`src/rtl/rpf_pkg.sv`:
```
package rpf_pkg;
  typedef enum logic [2:0] {
    CMD_CFG = 3'd0,
    CMD_IO  = 3'd1,
    CMD_MR  = 3'd2,
    CMD_MRL = 3'd3,
    CMD_MRM = 3'd4
  } rd_cmd_e;

  typedef enum logic [1:0] {
    ST_IDLE,
    ST_FETCH,
    ST_DRAIN
  } pf_state_e;

  typedef enum logic [2:0] {
    LIM_ONE,
    LIM_BLOCK,
    LIM_LINE,
    LIM_LINE2,
    LIM_QFULL,
    LIM_PAGE
  } lim_kind_e;
endpackage

```
`src/rtl/rpf_cls_decode.sv`:
```
module rpf_cls_decode #(
  parameter int CLS_W  = 8,
  parameter int BLK_DW = 16,
  localparam int BLK_LG = $clog2(BLK_DW)
) (
  input  logic [CLS_W-1:0]  cls,
  output logic              small_line,
  output logic [BLK_LG-1:0] line_sz,
  output logic [BLK_LG-1:0] line_mask
);
  logic [BLK_LG-1:0] hit;

  genvar g;
  generate
    for (g = 0; g < BLK_LG; g++) begin : g_pow
      assign hit[g] = (cls == CLS_W'(1 << g));
    end
  endgenerate

  assign small_line = |hit;
  assign line_sz    = cls[BLK_LG-1:0];
  assign line_mask  = cls[BLK_LG-1:0] - BLK_LG'(1);
endmodule

```
`src/rtl/rpf_limit_calc.sv`:
```
module rpf_limit_calc
  import rpf_pkg::*;
#(
  parameter int CW      = 12,
  parameter int BLK_DW  = 16,
  parameter int PAGE_DW = 1024,
  localparam int BLK_LG = $clog2(BLK_DW),
  localparam int PG_LG  = $clog2(PAGE_DW)
) (
  input  logic [2:0]        cmd,
  input  logic              pref,
  input  logic              flow,
  input  logic [PG_LG-1:0]  addr,
  input  logic              small_line,
  input  logic [BLK_LG-1:0] line_sz,
  input  logic [BLK_LG-1:0] line_mask,
  output logic [CW-1:0]     limit
);
  lim_kind_e kind;
  logic      pf_cmd;
  logic [CW-1:0] blk_off, line_off, page_off, line_dw;

  assign blk_off  = CW'(addr[BLK_LG-1:0]);
  assign line_off = CW'(addr[BLK_LG-1:0] & line_mask);
  assign page_off = CW'(addr);
  assign line_dw  = CW'(line_sz);
  assign pf_cmd   = (cmd == CMD_MR && pref) || cmd == CMD_MRL || cmd == CMD_MRM;

  always_comb begin
    kind = LIM_ONE;
    if (flow && pf_cmd) begin
      kind = LIM_PAGE;
    end else begin
      case (cmd)
        CMD_MR:  if (pref) kind = small_line ? LIM_LINE : LIM_BLOCK;
        CMD_MRL: kind = small_line ? LIM_LINE : LIM_BLOCK;
        CMD_MRM: kind = small_line ? LIM_LINE2 : LIM_QFULL;
        default: kind = LIM_ONE;
      endcase
    end
  end

  always_comb begin
    case (kind)
      LIM_BLOCK: limit = CW'(BLK_DW) - blk_off;
      LIM_LINE:  limit = line_dw - line_off;
      LIM_LINE2: limit = (line_dw << 1) - line_off;
      LIM_QFULL: limit = '1;
      LIM_PAGE:  limit = CW'(PAGE_DW) - page_off;
      default:   limit = CW'(1);
    endcase
  end
endmodule

```
`src/rtl/rd_prefetch_ctl.sv`:
```
module rd_prefetch_ctl
  import rpf_pkg::*;
#(
  parameter int CW      = 12,
  parameter int CLS_W   = 8,
  parameter int BLK_DW  = 16,
  parameter int PAGE_DW = 1024
) (
  input  logic                       clk,
  input  logic                       rst_n,
  input  logic                       req_valid,
  output logic                       req_ready,
  input  logic [2:0]                 req_cmd,
  input  logic                       req_pref,
  input  logic [CLS_W-1:0]           req_cls,
  input  logic [$clog2(PAGE_DW)-1:0] req_addr,
  input  logic                       req_flow,
  output logic                       fetch_valid,
  input  logic                       fetch_ready,
  input  logic                       tgt_disc,
  input  logic                       q_full,
  output logic                       pf_stop,
  output logic                       dlv_valid,
  input  logic                       dlv_ready,
  output logic                       dlv_last,
  input  logic                       init_done,
  output logic                       discard
);
  localparam int BLK_LG = $clog2(BLK_DW);

  pf_state_e         state_q;
  logic [CW-1:0]     fcnt_q, dcnt_q, lim_q, limit_w, fcnt_n, dcnt_n;
  logic              small_line, fire_f, fire_d, end_fetch, leftover;
  logic              discard_q;
  logic [BLK_LG-1:0] line_sz, line_mask;

  rpf_cls_decode #(.CLS_W(CLS_W), .BLK_DW(BLK_DW)) u_cls (
    .cls(req_cls), .small_line(small_line), .line_sz(line_sz), .line_mask(line_mask)
  );

  rpf_limit_calc #(.CW(CW), .BLK_DW(BLK_DW), .PAGE_DW(PAGE_DW)) u_lim (
    .cmd(req_cmd), .pref(req_pref), .flow(req_flow), .addr(req_addr),
    .small_line(small_line), .line_sz(line_sz), .line_mask(line_mask), .limit(limit_w)
  );

  assign req_ready   = (state_q == ST_IDLE);
  assign fetch_valid = (state_q == ST_FETCH) && !q_full;
  assign fire_f      = fetch_valid && fetch_ready;
  assign fcnt_n      = fcnt_q + CW'(fire_f);
  assign dlv_valid   = (state_q != ST_IDLE) && (dcnt_q < fcnt_q);
  assign fire_d      = dlv_valid && dlv_ready;
  assign dcnt_n      = dcnt_q + CW'(fire_d);
  assign dlv_last    = dlv_valid && (state_q == ST_DRAIN) && (dcnt_q + CW'(1) == fcnt_q);
  assign end_fetch   = (fcnt_n == lim_q) || tgt_disc || q_full;
  assign pf_stop     = (state_q == ST_FETCH) && (end_fetch || init_done);
  assign leftover    = (fcnt_n != dcnt_n);
  assign discard     = discard_q;

  always_ff @(posedge clk or negedge rst_n) begin
    if (!rst_n) begin
      state_q   <= ST_IDLE;
      fcnt_q    <= '0;
      dcnt_q    <= '0;
      lim_q     <= CW'(1);
      discard_q <= 1'b0;
    end else begin
      discard_q <= 1'b0;
      case (state_q)
        ST_IDLE: begin
          fcnt_q <= '0;
          dcnt_q <= '0;
          if (req_valid) begin
            lim_q   <= limit_w;
            state_q <= ST_FETCH;
          end
        end
        ST_FETCH: begin
          if (init_done || (end_fetch && !leftover)) begin
            discard_q <= init_done && leftover;
            state_q   <= ST_IDLE;
            fcnt_q    <= '0;
            dcnt_q    <= '0;
          end else begin
            fcnt_q <= fcnt_n;
            dcnt_q <= dcnt_n;
            if (end_fetch) state_q <= ST_DRAIN;
          end
        end
        ST_DRAIN: begin
          if (init_done || (fire_d && dlv_last)) begin
            discard_q <= init_done && leftover;
            state_q   <= ST_IDLE;
            fcnt_q    <= '0;
            dcnt_q    <= '0;
          end else begin
            dcnt_q <= dcnt_n;
          end
        end
        default: state_q <= ST_IDLE;
      endcase
    end
  end
endmodule

```
`config.mk`:
```
export PLATFORM = sky130hd
export DESIGN_NAME = rd_prefetch_ctl
export DESIGN_NICKNAME = d
export VERILOG_FILES = /design/src/rtl/rpf_pkg.sv /design/src/rtl/rpf_cls_decode.sv /design/src/rtl/rpf_limit_calc.sv /design/src/rtl/rd_prefetch_ctl.sv
export SDC_FILE = /design/constraint.sdc
export NUM_CORES = 1
export LEC_CHECK = 0
export BUFFER_PORTS_ARGS = -buffer_cell sky130_fd_sc_hd__clkbuf_2
export CORE_MARGIN = 4
export CORE_UTILIZATION = 45
export CTS_CLUSTER_DIAMETER = 150
export CTS_CLUSTER_SIZE = 25
export DETAILED_ROUTE_END_ITERATION = 12
export PLACE_DENSITY = 0.66
export SYNTH_ARGS = -nofsm -noshare
export SYNTH_HDL_FRONTEND = slang
export SYNTH_SLANG_ARGS = --single-unit
```
`constraint.sdc`:
```
create_clock -name clk -period 4.4 [get_ports clk]
set_clock_uncertainty 0.15 [all_clocks]
set_input_delay 0.44 -clock clk [delete_from_list [all_inputs] [get_ports clk]]
set_output_delay 0.44 -clock clk [all_outputs]
set_load 0.01 [all_outputs]
```
==> metrics, run 1 <==
outcome finished clean; Tmin final 4.23 ns; clock sinks 39; Area contributors post-synth dfrtp_1 (23%), ha_1 (9.2%), xnor2_1 (6.2%), xor2_1 (5.2%), o21ai_0 (4.8%); Synth warnings 0; period utilisation layout 96.1%; Via Count 4156; share of post-route cells with drive strength above 1 between 20% and 30%; largest net degree at the start of global routing 40; placed instance count 666; Bufs on Longest Clock Path 2; Critical Path Fanout Max 6; CTS Root Cell clkbuf_8; DRC viols 0; IO Pins 37; CP endpoint kind register; Cells after Synth 510; vias in the first global route 3799; Setup Viol. Count Final 0; IR drop worst, VDD about 0.00020 V; # hold bufs at CTS 0; post-layout util between 50 and 60%; Clk Latency, worst-skew pair about 0.3 ns; Layout Nets between 600 and 700; f_max between 0.2 and 0.25 GHz; setup_tns 0 ns; Final Hold Vio Count 0; Synth area leader dfrtp_1; share of the synthesized area in the top cell type about a quarter; Max-Cap Viols 0; final setup margin between 0.15 and 0.2 ns; Routed WL roughly 12000 um; DR pass1 iterations 6; Starting DRT DRC Count 344; initial antenna violation count 0; first-pass GRT wire length roughly 20000 um; Vias/cell 6.12; most common cell after layout, fill and taps aside nand2_1; GR Util All Layers around a quarter; Crit path arrival time between 4 and 5 ns; pre-CTS WS -0.0898 ns; sequential share of the synthesized area between 20% and 30%; Synth Flop Type dfrtp_1; synthesis-to-layout area growth 19.7%; HPWL after DPL 9560 um; Synthesized Nets approximately 570; Core Footprint around 0.0088 sq mm; GPL Wtd Cong 0.984; Antenna Violating Nets Remaining 0; Die Span X about 100 um; Die Area approximately 0.011 sq mm; #FFs+latches synth 39; I/O Buffers 36; CTS tree built; startpoint class of the critical path register; WS Path Type reg -> reg; register clock-pin slew on the reported worst setup and hold paths about 0.09 ns; Yosys cell types 67; worst-margin pin slew between 1 and 1.5 ns; Post-synth EDFFs 0; most frequent cells in the layout nand2_1 (46), buf_4 (45), o21ai_0 (38), dfrtp_1 (38), clkbuf_2 (36); initial core utilization between 40% and 50%; die height roughly 100 um; Syn Std Cell Area slightly above 0.004 sq mm; max-slew violation count 0; syn_area_per_cell between 7 and 8 sq um; number of CTS-inserted buffers 5; Required @ worst endpoint between 4 and 5 ns; Layout Cells excl Fill ~680; slew margin rel. a little under a third; H-tree depth 2; std cell rows 34; drt wl/cell 18.2 um; antenna diode instance count 0; fraction of registers with async set/reset 100%; grt ovf 0; power per cell area 251 mW/mm^2; worst hold path class in -> async; Leak ~2.2 nW
==> worst max-delay path, cell delays in order, from the launching register on <==
cell      delay (ns)
dfrtp_1         0.39
inv_1           0.10
ha_1            0.25
a21o_1          0.18
a211o_1         0.34
nor2_2          0.15
and2_1          0.15
ha_2            0.23
ha_4            0.17
and3_4          0.20
nand2_2         0.10
a21boi_2        0.19
a311o_1         0.37
a31oi_4         0.20
o311ai_4        0.15
a31oi_4         0.36
buf_6           0.19
a21oi_1         0.08
o22ai_2         0.18
==> sequential cells by signal, summed over array words and instances (netlist names) <==
name and cells:
lim_q 12, state_q 2, dcnt_q 12, fcnt_q 12, discard 1
==> power by group <==
group,total [mW],internal [mW],switching [mW]
Clock,0.325,0.184,0.142
Combinational,0.467,0.195,0.272
Sequential,0.432,0.398,0.0337
==> metal layers <==
| metal | track usage (%) | up-vias | wire [um] |
|---|---|---|---|
| li1 | - | 1969 | - |
| met1 | 34.6 | 1996 | 5640 |
| met2 | 38.2 | 165 | 5710 |
| met3 | 2.64 | 26 | 793 |
| met4 | 4.08 | 0 | 202 |
| met5 | 0 | - | 0 |
==> Yosys cell counts, types with 3 or more instances <==
cell type / n
a21o_1: 4
a21oi_1: 25
a22o_1: 16
and2_1: 5
and3_1: 8
and4_1: 4
buf_2: 9
clkbuf_1: 18
dfrtp_1: 38
ha_1: 30
inv_1: 33
mux2_2: 3
nand2_1: 47
nand2b_1: 4
nand3_1: 27
nand3b_1: 6
nand4_1: 9
nor2_1: 22
nor2b_1: 6
nor3_1: 21
nor3b_1: 3
nor4_1: 8
o211ai_1: 3
o21ai_0: 39
o21ai_1: 6
o22ai_1: 5
o311ai_1: 4
or2_2: 3
or3_1: 7
xnor2_1: 29
xor2_1: 24
==> through the flow <==
stage	hold WS (ns)	total power, mW	area (sq um)
after CTS	0.208	1.19	4680
after global routing	0.233	1.29	4870
after floorplan	-0.00559	0.722	4070
after detailed placement	0.344	0.859	4560
after global placement	0.325	0.848	4560
final	0.155	1.22	4870
==> cells by family (layout without fill, tap and decap cells) <==
kind of cell    Yosys count  count (layout)  synth area share (%)
compound gates          131             131                  22.1
xor+xnor                 54              54                  12.0
fa+ha+maj                31              31                  9.72
buf+inv                  62             123                  6.37
flops                    39              39                  24.0
mux                       4               4                  1.08
simple gates            189             189                  24.8
==> path summary, 6_finish.rpt <==
path                             from         to  slack [ns]  depth (start not counted)
setup / recovery           fcnt_q[10]  dcnt_q[9]        0.17                         18
hold / removal                  rst_n  dcnt_q[0]        0.15                          1
setup reg to reg           fcnt_q[10]  dcnt_q[9]        0.17                         18
hold reg to reg              lim_q[0]   lim_q[0]        0.35                          2
max in group asynchronous       rst_n   lim_q[7]        3.31                          1
min in group clk            init_done    discard        0.31                          2
==> cell type report <==
type	count	area [sq um]
timing repair buffer	82	529
tap	108	135
multi-input combinational	409	2990
fill	858	3890
clock buffer	6	82.6
sequential	39	977
clock inverter	2	35.0
inverter	33	124
==> timing repair <==
item                                    4_1_cts  5_1_grt
cloned                                        0        1
setup buffers                                 0        4
endpoints found under the setup margin       10       26
hold endpoints to repair                      0        0
pin swaps                                     0        4
resized for setup                             2       33
Power figures use the tool's default switching activity.
==> inputs of run 2 (changes only) <==
PLACE_DENSITY = 0.63   (was 0.66)
clock period = 4.7 ns   (was 4.4 ns; I/O delays follow)
==> metrics, run 2 (synthesized netlist as in run 1, its figures left out) <==
Vias/cell between 6 and 7; IR drop worst, VDD 0.000211 V; Final Cell Area approximately 0.0046 sq mm; I/O Buffers 36; GR Util All Layers a little under a quarter; most common cell after layout, fill and taps aside nand2_1; Filler cells 859; std cell rows 34; CTS Root Cell clkbuf_8; HPWL after DPL about 9600 um; slew margin rel. between 30% and 40%; Die Area 0.0106 sq mm; antenna diode instance count 0; Tmin final 4.53 ns; Antenna Violating Nets Remaining 0; Setup Viol. Count Final 0; IO Pins 37; number of CTS-inserted buffers 5; startpoint class of the critical path register; most frequent cells in the layout nand2_1 (47), o21ai_0 (39), dfrtp_1 (36), clkbuf_2 (36), inv_1 (33); CP Launch Point dcnt_q[1]; power per cell area 230 mW/mm^2; Placed Instance Area approximately 0.0044 sq mm; share of post-route cells with drive strength above 1 17.7%; Leak 2.04 nW; Starting DRT DRC Count 270; Required @ worst endpoint 4.75 ns; synthesis-to-layout area growth 13.3%; first-pass GRT wire length between 15000 and 20000 um; period utilisation layout 96.4%; Max-Cap Viols 0; launch point of the worst reg-to-reg path dcnt_q[1]; register clock-pin slew on the reported worst setup and hold paths roughly 0.08 ns; f_max about 0.22 GHz; GPL Wtd Cong about 1; Layout Nets ~620; outcome finished clean; worst hold path class in -> async; Layout Cells excl Fill 662; largest net degree at the start of global routing 40; Routed WL 12300 um; die height 103 um; Via Count about 4000; DRC viols 0; Core Footprint around 0.0088 sq mm; Critical Path Fanout Max 10; biggest regs dcnt_q (12), fcnt_q (12), lim_q (12); Die Span X ~100 um; CP endpoint kind register; placed instance count 651; post-layout util a little over half; grt ovf 0; Final Hold Slack just over 0.2 ns; drt wl/cell ~19 um; clock sinks 39; vias in the first global route 3623; Crit path arrival time 4.59 ns; reg2reg path depth 20; worst-margin pin slew just over 1 ns; Bufs on Longest Clock Path 2; Clk Latency, worst-skew pair 0.29 ns; DR pass1 iterations 5; Final Hold Vio Count 0; WS Path Type reg -> reg; initial antenna violation count 0; CTS tree built; initial core utilization a little under half; max-slew violation count 0; H-tree depth 2
-- run 2: cell count changes in the layout (fill, tap and decap cells not counted), sizes merged --
| cell | delta |
|---|---|
| buf | -17 |
| bufinv | -1 |
| clkinv | -1 |
| clkinvlp | +1 |
| clkbuf | +1 |
-- run 2: final cells by class --
type	count	area [sq um]	share of cell area, %
multi-input combinational	409	2870	62.2
sequential	39	980	21.2
timing repair buffer	65	402	8.71
tap	108	135	2.93
inverter	33	124	2.69
clock buffer	7	96.3	2.09
clock inverter	1	7.51	0.163
-- run 2: where the power goes --
part	switching, mW	internal [mW]	total, mW	leakage (nW)
sequential	0.0333	0.373	0.406	0.532
clock	0.124	0.134	0.258	0.0505
combinational	0.236	0.160	0.396	1.46
total	0.393	0.667	1.06	2.04
-- run 2: metal layers --
metal,share of wire (%),track usage [%],wire length (um)
met1,48,34.8,5880
met2,44,35.6,5470
met3,6.1,4.67,753
met4,1.6,4.68,191
met5,0,0,0
-- run 2: worst max-delay path, stage by stage (launching register included) --
cell and delay, ns:
dfrtp_1 0.49, ha_1 0.32, nor2b_1 0.14, o211ai_1 0.11, a21bo_2 0.21, a21oi_1 0.19
nor2_1 0.07, and2_1 0.17, ha_1 0.21, ha_2 0.22, and3_1 0.23, nand2_1 0.20
a21boi_0 0.29, o21ai_0 0.18, a31oi_2 0.26, o311ai_2 0.12, buf_4 0.16, a31oi_4 0.28
buf_6 0.20, a21oi_1 0.07, o21ai_0 0.21
-- run 2: worst paths after layout --
| path | endpoint | slack, ns |
|---|---|---|
| max | dcnt_q[8] | 0.17 |
| min | fcnt_q[4] | 0.20 |
| max reg2reg | dcnt_q[8] | 0.17 |
| min reg2reg | lim_q[0] | 0.36 |
| max in group asynchronous | fcnt_q[1] | 3.50 |
| min in group clk | state_q[0] | 0.33 |
-- run 2: metrics by stage --
| step | worst slack [ns] | setup TNS (ns) | power, mW |
|---|---|---|---|
| floorplan | 0.394 | 0 | 0.676 |
| global placement | 0.101 | 0 | 0.785 |
| detailed placement | -0.00989 | -0.00989 | 0.792 |
| CTS | 0.0878 | 0 | 1.05 |
| global route | -0.0328 | -0.0393 | 1.12 |
| finish | 0.169 | 0 | 1.06 |
-- run 2: timing repair --
action | in CTS | in global routing
cloned | 0 | 0
hold buffers | 0 | 0
buffers inserted | 0 | 3
resized for setup | 1 | 10
pin swaps | 0 | 2
setup endpoints to repair | 9 | 21
==> inputs of run 3 (changes only) <==
GPL_TIMING_DRIVEN = 0   (was not set)
MAX_ROUTING_LAYER = met4   (was not set)
==> metrics, run 3 (synthesized netlist as in run 1, its figures left out) <==
outcome finished clean; initial antenna violation count 0; Layout Cells excl Fill 668; die height just over 100 um; startpoint class of the critical path register; DRC viols 0; Final Hold Vio Count 0; biggest regs dcnt_q (12), fcnt_q (12), lim_q (12); max-slew violation count 0; worst-margin pin slew between 1 and 1.5 ns; GPL Wtd Cong between 0.8 and 0.9; Antenna Violating Nets Remaining 0; Setup Viol. Count Final 0; Bufs on Longest Clock Path 2; final setup margin ~0.16 ns; Layout Nets a little over 600; DR pass1 iterations 5; std cell rows 34; Core Footprint between 0.008 and 0.009 sq mm; reg2reg path depth 17; drt wl/cell 17.6 um; Routed WL approximately 12000 um; # hold bufs at CTS 0; pre-CTS WS -0.540 ns; HPWL after DPL slightly above 9000 um; overall power about 1.1 mW; f_max 0.220 GHz; grt ovf 0; H-tree depth 2; number of CTS-inserted buffers 5; most frequent cells in the layout nand2_1 (46), o21ai_0 (39), clkbuf_2 (36); antenna diode instance count 0; clock sinks 39; Max-Cap Viols 0; setup_tns 0 ns; most common cell after layout, fill and taps aside nand2_1; I/O Buffers 36; IO Pins 37; Leak roughly 2 nW; worst hold path class in -> async; IR drop worst, VDD between 0.00015 and 0.0002 V; power per cell area 225 mW/mm^2; share of post-route cells with drive strength above 1 18.2%; Via Count 3974; Crit path arrival time roughly 4.6 ns; Starting DRT DRC Count 247; CP endpoint kind register; vias in the first global route around 3800; Vias/cell around 5.9; Tmin final 4.54 ns; Die Span X 103 um; Clk Latency, worst-skew pair about 0.30 ns; initial core utilization a little under half; period utilisation layout 96.7%; Die Area 0.0106 sq mm; placed instance count approximately 650; Required @ worst endpoint between 4 and 5 ns; first-pass GRT wire length approximately 19000 um; GR Util All Layers between 20% and 30%; CTS Root Cell clkbuf_8; slew margin rel. 30.4%; Critical Path Fanout Max 6; largest net degree at the start of global routing 40; register clock-pin slew on the reported worst setup and hold paths around 0.080 ns; synthesis-to-layout area growth 15.0%; WS Path Type reg -> reg; Final Hold Slack ~0.19 ns; CTS tree built
run 3: repair_timing:
item,CTS,global route
buffers inserted,5,4
resized for setup,13,27
cloned,0,1
pin swaps,2,8
endpoints found under the setup margin,26,26
run 3: final timing paths:
check / endpoint / start / slack [ns]
setup / recovery: dcnt_q[11] / fcnt_q[10] / 0.16
max in group asynchronous: fcnt_q[7] / rst_n / 3.51
setup reg to reg: dcnt_q[11] / fcnt_q[10] / 0.16
hold / removal: dcnt_q[5] / rst_n / 0.19
hold reg to reg: lim_q[0] / lim_q[0] / 0.33
min in group clk: discard / init_done / 0.29
run 3: layout make-up:
| type | instances | area [sq um] |
|---|---|---|
| fillers | 894 | 4090 |
| multi-input cells | 409 | 2960 |
| flip-flops and latches | 39 | 982 |
| repair buffers | 46 | 255 |
| plain buffers | 25 | 140 |
| well taps | 108 | 135 |
| inverters | 33 | 124 |
| clock buffers | 7 | 76.3 |
| clock inverters | 1 | 5.00 |
run 3: metrics by stage:
step | utilization, % | area (sq um)
after floorplan | - | 4070
after global placement | 50.0 | 4380
after detailed placement | 50.0 | 4380
after CTS | 51.7 | 4530
after global routing | 53.4 | 4680
final | 53.4 | 4680
run 3: power breakdown:
part           internal [mW]  total (mW)  switching (mW)
Sequential             0.373       0.404          0.0314
Clock                  0.104       0.229           0.124
Combinational          0.179       0.418           0.240
Total                  0.656        1.05           0.396
run 3: metal layers:
metal	vias to the layer above	GRT usage [%]	wire (um)
met5	-	-	0
met4	0	4.18	97
met3	12	3.04	654
met2	107	37.2	5590
met1	1897	31.5	5400
li1	1958	-	-
run 3: worst max-delay path: stages (launching register included):
cell      delay [ns]
dfrtp_1         0.48
inv_1           0.15
ha_1            0.33
a21o_1          0.18
a211o_1         0.30
nor2_1          0.13
and2_4          0.18
ha_2            0.22
nand3_2         0.14
or2_2           0.37
xor2_1          0.16
xnor2_1         0.17
nand4_1         0.23
o311ai_2        0.37
buf_4           0.20
a31oi_4         0.15
and3_1          0.23
a221o_1         0.27
